<file path="config.mk">
export PLATFORM = sky130hd
export DESIGN_NAME = exc_flush_ctrl
export DESIGN_NICKNAME = d
export VERILOG_FILES = /design/src/rtl/exc_ctrl_pkg.sv /design/src/rtl/exc_qualify.sv /design/src/rtl/exc_flush_gen.sv /design/src/rtl/exc_redirect.sv /design/src/rtl/exc_save_regs.sv /design/src/rtl/exc_flush_ctrl.sv
export SDC_FILE = /design/constraint.sdc
export NUM_CORES = 1
export LEC_CHECK = 0
export BUFFER_PORTS_ARGS = -buffer_cell sky130_fd_sc_hd__buf_4
export CAP_MARGIN = 20
export CORE_AREA = 2 2 109 111
export DETAILED_ROUTE_END_ITERATION = 7
export DIE_AREA = 0 0 111 113
export HOLD_SLACK_MARGIN = 0.05
export MAX_ROUTING_LAYER = met4
export PLACE_DENSITY = 0.71
export SLEW_MARGIN = 10
export SYNTH_ARGS = -nofsm -noshare
export SYNTH_HDL_FRONTEND = slang
export SYNTH_HIERARCHICAL = 1
export SYNTH_SLANG_ARGS = --single-unit
</file>
<file path="constraint.sdc">
create_clock -name clk -period 1.7 [get_ports clk]
set_clock_uncertainty 0.2 [all_clocks]
set_input_delay 0.34 -clock clk [delete_from_list [all_inputs] [get_ports clk]]
set_output_delay 0.34 -clock clk [all_outputs]
set_load 0.02 [all_outputs]
</file>
<file path="src/rtl/exc_ctrl_pkg.sv">
package exc_ctrl_pkg;

    // Stage positions inside the per-stage vectors (age order matters).
    localparam int STG_FETCH  = 0;
    localparam int STG_DECODE = 1;
    localparam int STG_EXEC   = 2;
    localparam int STG_MEMACC = 3;
    localparam int STG_RETIRE = 4;
    localparam int STG_COUNT  = 5;

    localparam int CAUSE_BITS = 4;

    typedef enum logic [1:0] {
        PCSRC_SEQ    = 2'd0,
        PCSRC_BRANCH = 2'd1,
        PCSRC_TRAP   = 2'd2
    } pc_src_e;

    localparam logic [CAUSE_BITS-1:0] CAUSE_BAD_OPCODE = 4'h2;
    localparam logic [CAUSE_BITS-1:0] CAUSE_SYSCALL    = 4'h8;
    localparam logic [CAUSE_BITS-1:0] CAUSE_ARITH      = 4'hA;

    // Kind of redirect requested this cycle.
    typedef struct packed {
        logic fault;
        logic branch;
    } redirect_t;

    function automatic pc_src_e pick_src(redirect_t r);
        if (r.fault)
            return PCSRC_TRAP;
        else if (r.branch)
            return PCSRC_BRANCH;
        else
            return PCSRC_SEQ;
    endfunction

endpackage

</file>
<file path="src/rtl/exc_qualify.sv">
module exc_qualify
    import exc_ctrl_pkg::*;
(
    input  logic      exc_req,
    input  logic      ex_valid,
    input  logic      br_taken,
    output redirect_t rd
);
    always_comb begin
        rd.fault  = exc_req & ex_valid;
        rd.branch = br_taken;
    end
endmodule

</file>
<file path="src/rtl/exc_flush_gen.sv">
module exc_flush_gen #(
    parameter int NSTAGE = 5,
    parameter int EX_IDX = 2,
    parameter int BR_IDX = 1
) (
    input  logic              fault,
    input  logic              branch,
    output logic [NSTAGE-1:0] flush
);
    for (genvar s = 0; s < NSTAGE; s++) begin : g_stage
        if (s <= EX_IDX && s < BR_IDX) begin : g_both
            assign flush[s] = fault | branch;
        end else if (s <= EX_IDX) begin : g_fault
            assign flush[s] = fault;
        end else begin : g_keep
            assign flush[s] = 1'b0;
        end
    end
endmodule

</file>
<file path="src/rtl/exc_redirect.sv">
module exc_redirect
    import exc_ctrl_pkg::*;
#(
    parameter int              XLEN    = 64,
    parameter logic [XLEN-1:0] TRAP_PC = 64'h0000_0000_1C09_0000
) (
    input  redirect_t       rd,
    input  logic [XLEN-1:0] br_target,
    output pc_src_e         src,
    output logic [XLEN-1:0] pc_next
);
    always_comb begin
        src = pick_src(rd);
        unique case (src)
            PCSRC_TRAP:   pc_next = TRAP_PC;
            PCSRC_BRANCH: pc_next = br_target;
            default:      pc_next = '0;
        endcase
    end
endmodule

</file>
<file path="src/rtl/exc_save_regs.sv">
module exc_save_regs #(
    parameter int XLEN    = 64,
    parameter int CAUSE_W = 4
) (
    input  logic               clk,
    input  logic               rst,
    input  logic               fault,
    input  logic [XLEN-1:0]    pc_in,
    input  logic [CAUSE_W-1:0] cause_in,
    output logic [XLEN-1:0]    pc_q,
    output logic [CAUSE_W-1:0] cause_q
);
    always_ff @(posedge clk) begin
        if (rst) begin
            pc_q    <= '0;
            cause_q <= '0;
        end else if (fault) begin
            pc_q    <= pc_in;
            cause_q <= cause_in;
        end
    end

    AST_SAVE_CAPTURE: assert property (@(posedge clk) disable iff (rst)
        fault |=> (pc_q == $past(pc_in)) && (cause_q == $past(cause_in)));
    AST_SAVE_HOLD: assert property (@(posedge clk) disable iff (rst)
        !fault |=> $stable(pc_q) && $stable(cause_q));
endmodule

</file>
<file path="src/rtl/exc_flush_ctrl.sv">
module exc_flush_ctrl
    import exc_ctrl_pkg::*;
#(
    parameter int              XLEN    = 64,
    parameter int              CAUSE_W = CAUSE_BITS,
    parameter int              NSTAGE  = STG_COUNT,
    parameter logic [XLEN-1:0] TRAP_PC = 64'h0000_0000_1C09_0000
) (
    input  logic               clk,
    input  logic               rst,
    input  logic [NSTAGE-1:0]  stage_valid,
    input  logic [XLEN-1:0]    ex_pc,
    input  logic               exc_req,
    input  logic [CAUSE_W-1:0] exc_cause,
    input  logic               br_taken,
    input  logic [XLEN-1:0]    br_target,
    output logic [NSTAGE-1:0]  flush,
    output logic [1:0]         pc_sel,
    output logic [XLEN-1:0]    pc_next,
    output logic [XLEN-1:0]    saved_pc,
    output logic [CAUSE_W-1:0] saved_cause
);
    localparam int EX_IDX = STG_EXEC;
    localparam int BR_IDX = STG_DECODE;

    redirect_t rd;
    pc_src_e   src;

    exc_qualify u_qual (
        .exc_req  (exc_req),
        .ex_valid (stage_valid[EX_IDX]),
        .br_taken (br_taken),
        .rd       (rd)
    );

    exc_flush_gen #(.NSTAGE(NSTAGE), .EX_IDX(EX_IDX), .BR_IDX(BR_IDX)) u_flush (
        .fault  (rd.fault),
        .branch (rd.branch),
        .flush  (flush)
    );

    exc_redirect #(.XLEN(XLEN), .TRAP_PC(TRAP_PC)) u_redir (
        .rd        (rd),
        .br_target (br_target),
        .src       (src),
        .pc_next   (pc_next)
    );

    assign pc_sel = src;

    exc_save_regs #(.XLEN(XLEN), .CAUSE_W(CAUSE_W)) u_save (
        .clk      (clk),
        .rst      (rst),
        .fault    (rd.fault),
        .pc_in    (ex_pc),
        .cause_in (exc_cause),
        .pc_q     (saved_pc),
        .cause_q  (saved_cause)
    );

    AST_FAULT_SQUASH: assert property (@(posedge clk) disable iff (rst)
        (exc_req && stage_valid[EX_IDX]) |-> (flush[EX_IDX:0] == '1));
    AST_OLDER_RETIRE: assert property (@(posedge clk) disable iff (rst)
        flush[NSTAGE-1:EX_IDX+1] == '0);
    AST_TRAP_VECTOR: assert property (@(posedge clk) disable iff (rst)
        (exc_req && stage_valid[EX_IDX]) |-> (pc_sel == 2'd2 && pc_next == TRAP_PC));
    AST_EMPTY_EX_IGNORED: assert property (@(posedge clk) disable iff (rst)
        (exc_req && !stage_valid[EX_IDX] && !br_taken) |-> (flush == '0 && pc_sel == 2'd0));
    AST_BRANCH_ONLY: assert property (@(posedge clk) disable iff (rst)
        (br_taken && !(exc_req && stage_valid[EX_IDX])) |-> (pc_next == br_target && pc_sel == 2'd1));
    AST_FAULT_WINS: assert property (@(posedge clk) disable iff (rst)
        (br_taken && exc_req && stage_valid[EX_IDX]) |-> (pc_next == TRAP_PC));
    AST_IDLE_QUIET: assert property (@(posedge clk) disable iff (rst)
        (!exc_req && !br_taken) |-> (flush == '0 && pc_sel == 2'd0 && pc_next == '0));
endmodule

</file>
==> results.cfg, run 1 <==
[layout]
finalInstanceArea_um2 = 5954
num_antenna_cells = 0
instances_no_fill = 746
n_fill_cell = 1024
num-nets-final = 739
syn2layout_area_growth_pct = 87.88
utilization_pct = 52.83
drive_gt1_share_pct = 50.75

[timing]
hold_ws_ps = 56.39
min_period_ps = 1677
finalHoldViolCount = 0
rsz0062_at_grt = yes
slew_viol_final = 0
setup_ws_ps = 22.82
fmax_ghz = 0.5962
finalSetupViolations = 0
setup_tns_ps = 0
post-route-period-util_pct = 98.66

[logic_synthesis]
synth_cells = 308
ys_seq_elements = 68
ys_types = 15
syn_area_um2 = 3169
avgSynthCellArea_um2 = 10.29
ys_seq_area_share_pct = 42.95
yosysWarnings = 6

[pwr]
power_density_nw_per_um2 = 804.3
p_switching_mw = 1.320
seq_power_share_pct = 35.8
comb_power_share_pct = 24.1
p_total_mw = 4.789
internal_power_mw = 3.469
total_leakage_power_nw = 3.096
p_sw_share_pct = 27.56
clockPowerShare_pct = 40.1
ir_drop_v = 0.0005363

[detailed_routing]
first_iter_violations = 106
wl_per_cell_um = 14.54
routed_via_density = 4.358
first_pass_iters = 4
vias = 3251
postRouteWirelength_um = 10850
drt.antenna.violating_nets = 0
drc = 0

[placed_design]
post_dp_cell_area_um2 = 5251
place_ws_ps = -29.79
gp_congestion = 0.7846
placedCellCount = 703
portBuffers = 273
hpwl_um = 7795

[worst_hold_path]
hold_depth = 3
hp-start = exc_cause[1]
hp-class = input port to flip-flop
hold-path-endpoint = u_save/cause_q[1]

[floorplanning]
start_util_pct = 28.12
die_w_um = 111
die_y_um = 113
core_area_um2 = 11270
rows = 39
pin_count = 280
dieArea_um2 = 12540

[global_route]
globalRoute.totalOverflow = 0
grt_pass1_vias = 3216
grt_pass1_wl_um = 16130
grt_usage_pct = 16.37
grt_max_degree = 69
antenna_found_initial = 0

[setup_path]
reg2reg_to = u_save/pc_q[57]
startpoint_type = input port
rr_worst_depth = 2
timing.rr.start = u_save/pc_q[57]
required_ps = 1160
crit_fanout = 14
cp_data_arrival_time_ps = 1140
critPathKind = input port to primary output
endpoint_kind = primary output
r2r_slack_ps = 820

[clock_tree]
postCtsSetupRepairBufs = 0
tritoncts = built
htree_levels = 3
clockBufferDepth = 2
cts_inserted_buffers = 9
insertion_delay_ps = 320
clkTransAtPathRegs_ps = 60
cts-root-buf = clkbuf_16
clkSinkCount = 68

[job]
maxCapViolCount = 0

[run_status]
outcome = finished, final reports clean
## what timing repair did
action                                  4_1_cts  5_1_grt
endpoints found under the hold margin        24        1
cloned                                        0        2
hold buffers                                 24        1
pin swaps                                     0        0
resized for setup                             1       28
endpoints found under the setup margin        2       60
## logic make-up after synthesis
logic type	share of synthesized area (%)
other cells	0.1183
flops	42.95
buf+inv	9.317
compound gates	1.184
mux	21.48
simple gates	24.95
## cell usage after synthesis (all sizes together)
master / count / area (µm²)
or2: 1 / 6.260
nor2: 68 / 255.2
clkbuf: 4 / 15.01
conb: 1 / 3.750
and3b: 59 / 516.8
buf: 32 / 280.3
dfxtp: 68 / 1361
a21o: 5 / 37.54
mux2i: 68 / 680.7
nor2b: 1 / 6.260
and2: 1 / 6.260
## worst max-delay path by stage
| stage | from | end | slack [ps] | depth (start not counted) |
|---|---|---|---|---|
| final | exc_req | pc_next[9] | 20 | 5 |
| after global routing | exc_req | pc_next[53] | -20 | 5 |
| after CTS | exc_req | flush[0] | -2 | 5 |
| after detailed placement | exc_req | u_save/pc_q[39] | -30 | 7 |
| after global placement | exc_req | flush[0] | 0.6 | 5 |
| after floorplan | exc_req | pc_next[0] | 40 | 4 |
## layout by cell type, fill, tap and decap left out, drive strengths merged
cell,Yosys,layout
nor2b,1,1
bufinv,0,1
a21o,5,5
mux2i,68,68
clkbuf,4,10
clkinvlp,0,2
dfxtp,68,68
nor2,68,68
conb,1,2
and2,1,1
dlygate4sd3,0,25
and3b,59,59
buf,32,288
or2,1,1
inv,0,4
## routing by layer
metal / part of all wire (%) / track usage, % / vias up
met2: 54 / 30.02 / 156
met4: 2.2 / 5.917 / 0
met5: 0 / - / -
met1: 38 / 17.20 / 1464
li1: - / - / 1614
met3: 6.0 / 3.856 / 17
## registers in the layout, indices dropped and copies added (netlist names)
name,cells
u_save/pc_q,64
u_save/cause_q,4
## worst max-delay path, stage by stage
cell and delay (ps):
buf_6 90, and2_4 180, clkbuf_16 170, and3b_1 210
buf_4 140
## cell type report
cell class | count | area [µm²] | share of cell area, %
Sequential cell | 68 | 1361 | 22.86
Clock buffer | 9 | 225.2 | 3.782
Tap cell | 143 | 178.9 | 3.005
Clock inverter | 7 | 82.58 | 1.387
Multi-Input combinational cell | 205 | 1519 | 25.51
Timing Repair Buffer | 314 | 2587 | 43.45
## power groups by stage
stage | Sequential, mW | Combinational [mW] | Clock (mW)
2_1_floorplan | 1.84 | 0.456 | 0
3_3_place_gp | 1.74 | 1.05 | 0
3_5_place_dp | 1.75 | 1.07 | 0
4_1_cts | 1.71 | 1.12 | 1.98
5_1_grt | 1.72 | 1.23 | 2.06
6_report | 1.71 | 1.16 | 1.92
No activity file was read; power rests on OpenSTA's default activity.
==> inputs of run 2 (changes only) <==
Settings changed: ABC_AREA from default to 1, PLACE_DENSITY 0.71 to 0.73.
==> run 2 against run 1 <==
Hold slack gained 42 ps. Cell area grew 5.1%. Largest power group unchanged. Synthesized area grew 8.2%. Non-clock buffer count shrank 21. Register-to-register slack gained 90 ps.
==> results.cfg, run 2 <==
[clock_tree]
clkTransAtPathRegs_ps = 60
clkSinkCount = 68
insertion_delay_ps = 320
clockBufferDepth = 2
cts_inserted_buffers = 9
cts-root-buf = clkbuf_16
cts_hold_buf = 0
postCtsSetupRepairBufs = 0
htree_levels = 3
tritoncts = built

[detailed_routing]
drc = 0
routed_via_density = 3.970
wl_per_cell_um = 11.43
postRouteWirelength_um = 11430
drt.antenna.violating_nets = 0
first_iter_violations = 232
vias = 3970
first_pass_iters = 4

[setup_path]
endpoint_kind = primary output
required_ps = 1160
slowest_stage = clkbuf_16
cp_data_arrival_time_ps = 1150
startpoint_type = input port
critPathKind = input port to primary output
cpPeakStageDelay_ps = 180
critical_path_buf_inv_count = 5
crit_fanout = 6
timing.critical_path.max_delay_family = buffers and inverters
crit_chain = buf_6 -> nand2_4 -> inv_4 -> inv_6 -> nand2_8 -> clkbuf_16 -> nor2_2 -> buf_4

[floorplanning]
core_area_um2 = 11270
die_y_um = 113
die_w_um = 111
dieArea_um2 = 12540
rows = 39
pin_count = 280
start_util_pct = 30.43

[timing]
fmax_ghz = 0.5932
min_period_ps = 1686
finalSetupViolations = 0
post-route-period-util_pct = 99.16
slew_viol_final = 0
finalHoldViolCount = 0
setup_tns_ps = 0
rsz0062_at_grt = yes

[layout]
utilization_pct = 55.50
largestRegisters = u_save/pc_q (64), u_save/cause_q (4)
finalInstanceArea_um2 = 6256
n_fill_cell = 1076
mostFrequentLayoutCells = 265 x buf_4, 161 x nor2_1, 147 x nand2_1, 130 x inv_1, 68 x dfxtp_1
num_antenna_cells = 0
layout_commonest_cell = buf_4
instances_no_fill = 1000
multi_input_area_um2 = 1449
num-nets-final = 993
regArea_um2 = 1361
largest_reg_flops = 64
regMostFlops = u_save/pc_q
syn2layout_area_growth_pct = 82.42
drive_gt1_share_pct = 40.61

[placed_design]
placedCellCount = 975
gp_congestion = 0.7681
portBuffers = 273
post_dp_cell_area_um2 = 5575
hpwl_um = 8244

[logic_synthesis]
yosys-top-cells-area = dfxtp_1 40%, nor2_1 21%, nand2_1 16%
ys_seq_area_share_pct = 39.69
ys_top_cells_by_count = 190 x nor2_1, 148 x nand2_1, 132 x inv_1
ys_types = 12
yosysWarnings = 6
async_flop_share_pct = 0
synth_cells = 580
yosysTopAreaCellShare_pct = 39.69
ys.flop_type = dfxtp_1
synth_edf_count = 0
syn_area_um2 = 3430
synth.most_common_cell = nor2_1
avgSynthCellArea_um2 = 5.913
ys_seq_elements = 68
yosysTopAreaCell = dfxtp_1

[global_route]
grt_max_degree = 43
grt_pass1_vias = 3480
grt_pass1_wl_um = 17070
antenna_found_initial = 0
grt_usage_pct = 17.04
globalRoute.totalOverflow = 0

[pwr]
power_density_nw_per_um2 = 810.9
total_leakage_power_nw = 3.698
p_sw_share_pct = 28.02
p_total_mw = 5.073
p_switching_mw = 1.421
clockPowerShare_pct = 38.5
seq_power_share_pct = 34.6
ir_drop_v = 0.0005078
internal_power_mw = 3.651
comb_power_share_pct = 26.9

[job]
maxCapViolCount = 0

[run_status]
outcome = finished, final reports clean

[worst_hold_path]
hp-class = input port to flip-flop
[run 2: cell count changes in the layout (fill, tap and decap cells not counted), sizes merged, moves of 2 or more]
cell         change
a21o             -5
and3b           -59
clkbuf           +5
clkinv           +2
dlygate4sd3     -25
inv            +129
mux2i           -68
nand2          +150
nor2           +127
[run 2: stage by stage]
stage / hold WS, ps / setup slack, ps
2_1_floorplan: 328.2 / -0.1819
3_3_place_gp: 258.9 / -12.10
3_5_place_dp: 262.3 / -50.46
4_1_cts: 89.77 / 17.07
5_1_grt: 93.19 / -19.82
6_report: 98.42 / 14.31
[run 2: path summary, 6_finish.rpt]
path / cells after the start / to / startpoint / slack, ps
setup reg to reg: 2 / u_save/pc_q[35] / u_save/pc_q[35] / 910
setup / recovery: 8 / pc_next[48] / exc_req / 10
hold reg to reg: 2 / u_save/pc_q[23] / u_save/pc_q[23] / 270
hold / removal: 5 / u_save/pc_q[15] / ex_pc[15] / 100
[run 2: area by class of cell]
class | count | area share [%]
flip-flops and latches | 68 | 21.76
clock buffers | 10 | 3.660
inverters | 133 | 8.100
repair buffers | 293 | 39.04
well taps | 143 | 2.860
multi-input cells | 347 | 23.16
clock inverters | 6 | 1.420
[run 2: power groups by stage]
stage / Sequential, mW / Clock, mW / Combinational [mW]
2_1_floorplan: 1.92 / 0 / 0.514
6_report: 1.76 / 1.95 / 1.36
3_3_place_gp: 1.79 / 0 / 1.24
3_5_place_dp: 1.79 / 0 / 1.25
4_1_cts: 1.76 / 2.02 / 1.27
5_1_grt: 1.77 / 2.11 / 1.47
[run 2: cells by family (layout without fill, tap and decap cells)]
family | count (synthesis) | after routing | synth area share (%)
buffers and inverters | 167 | 442 | 21.96
DFF | 68 | 68 | 39.69
other | 1 | 2 | 0.1093
and+or+nand+nor | 344 | 345 | 38.23
[run 2: timing repair]
action / CTS / global route
endpoints found under the setup margin: 38 / 57
resized for setup: 4 / 52
gates cloned: 1 / 8
pin swaps: 0 / 2
[run 2: worst register-to-register path, delay by kind of cell (launching register included)]
kind	cells	cell delay (ps)
DFF	1	360
and+or+nand+nor	2	170
[run 2: routing by layer]
layer | global-route usage [%] | up-vias | part of all wire [%]
met2 | 26.09 | 145 | 46
met1 | 22.28 | 1684 | 45
met5 | - | - | 0
li1 | - | 2129 | -
met4 | 4.833 | 0 | 1.3
met3 | 4.499 | 12 | 8.1
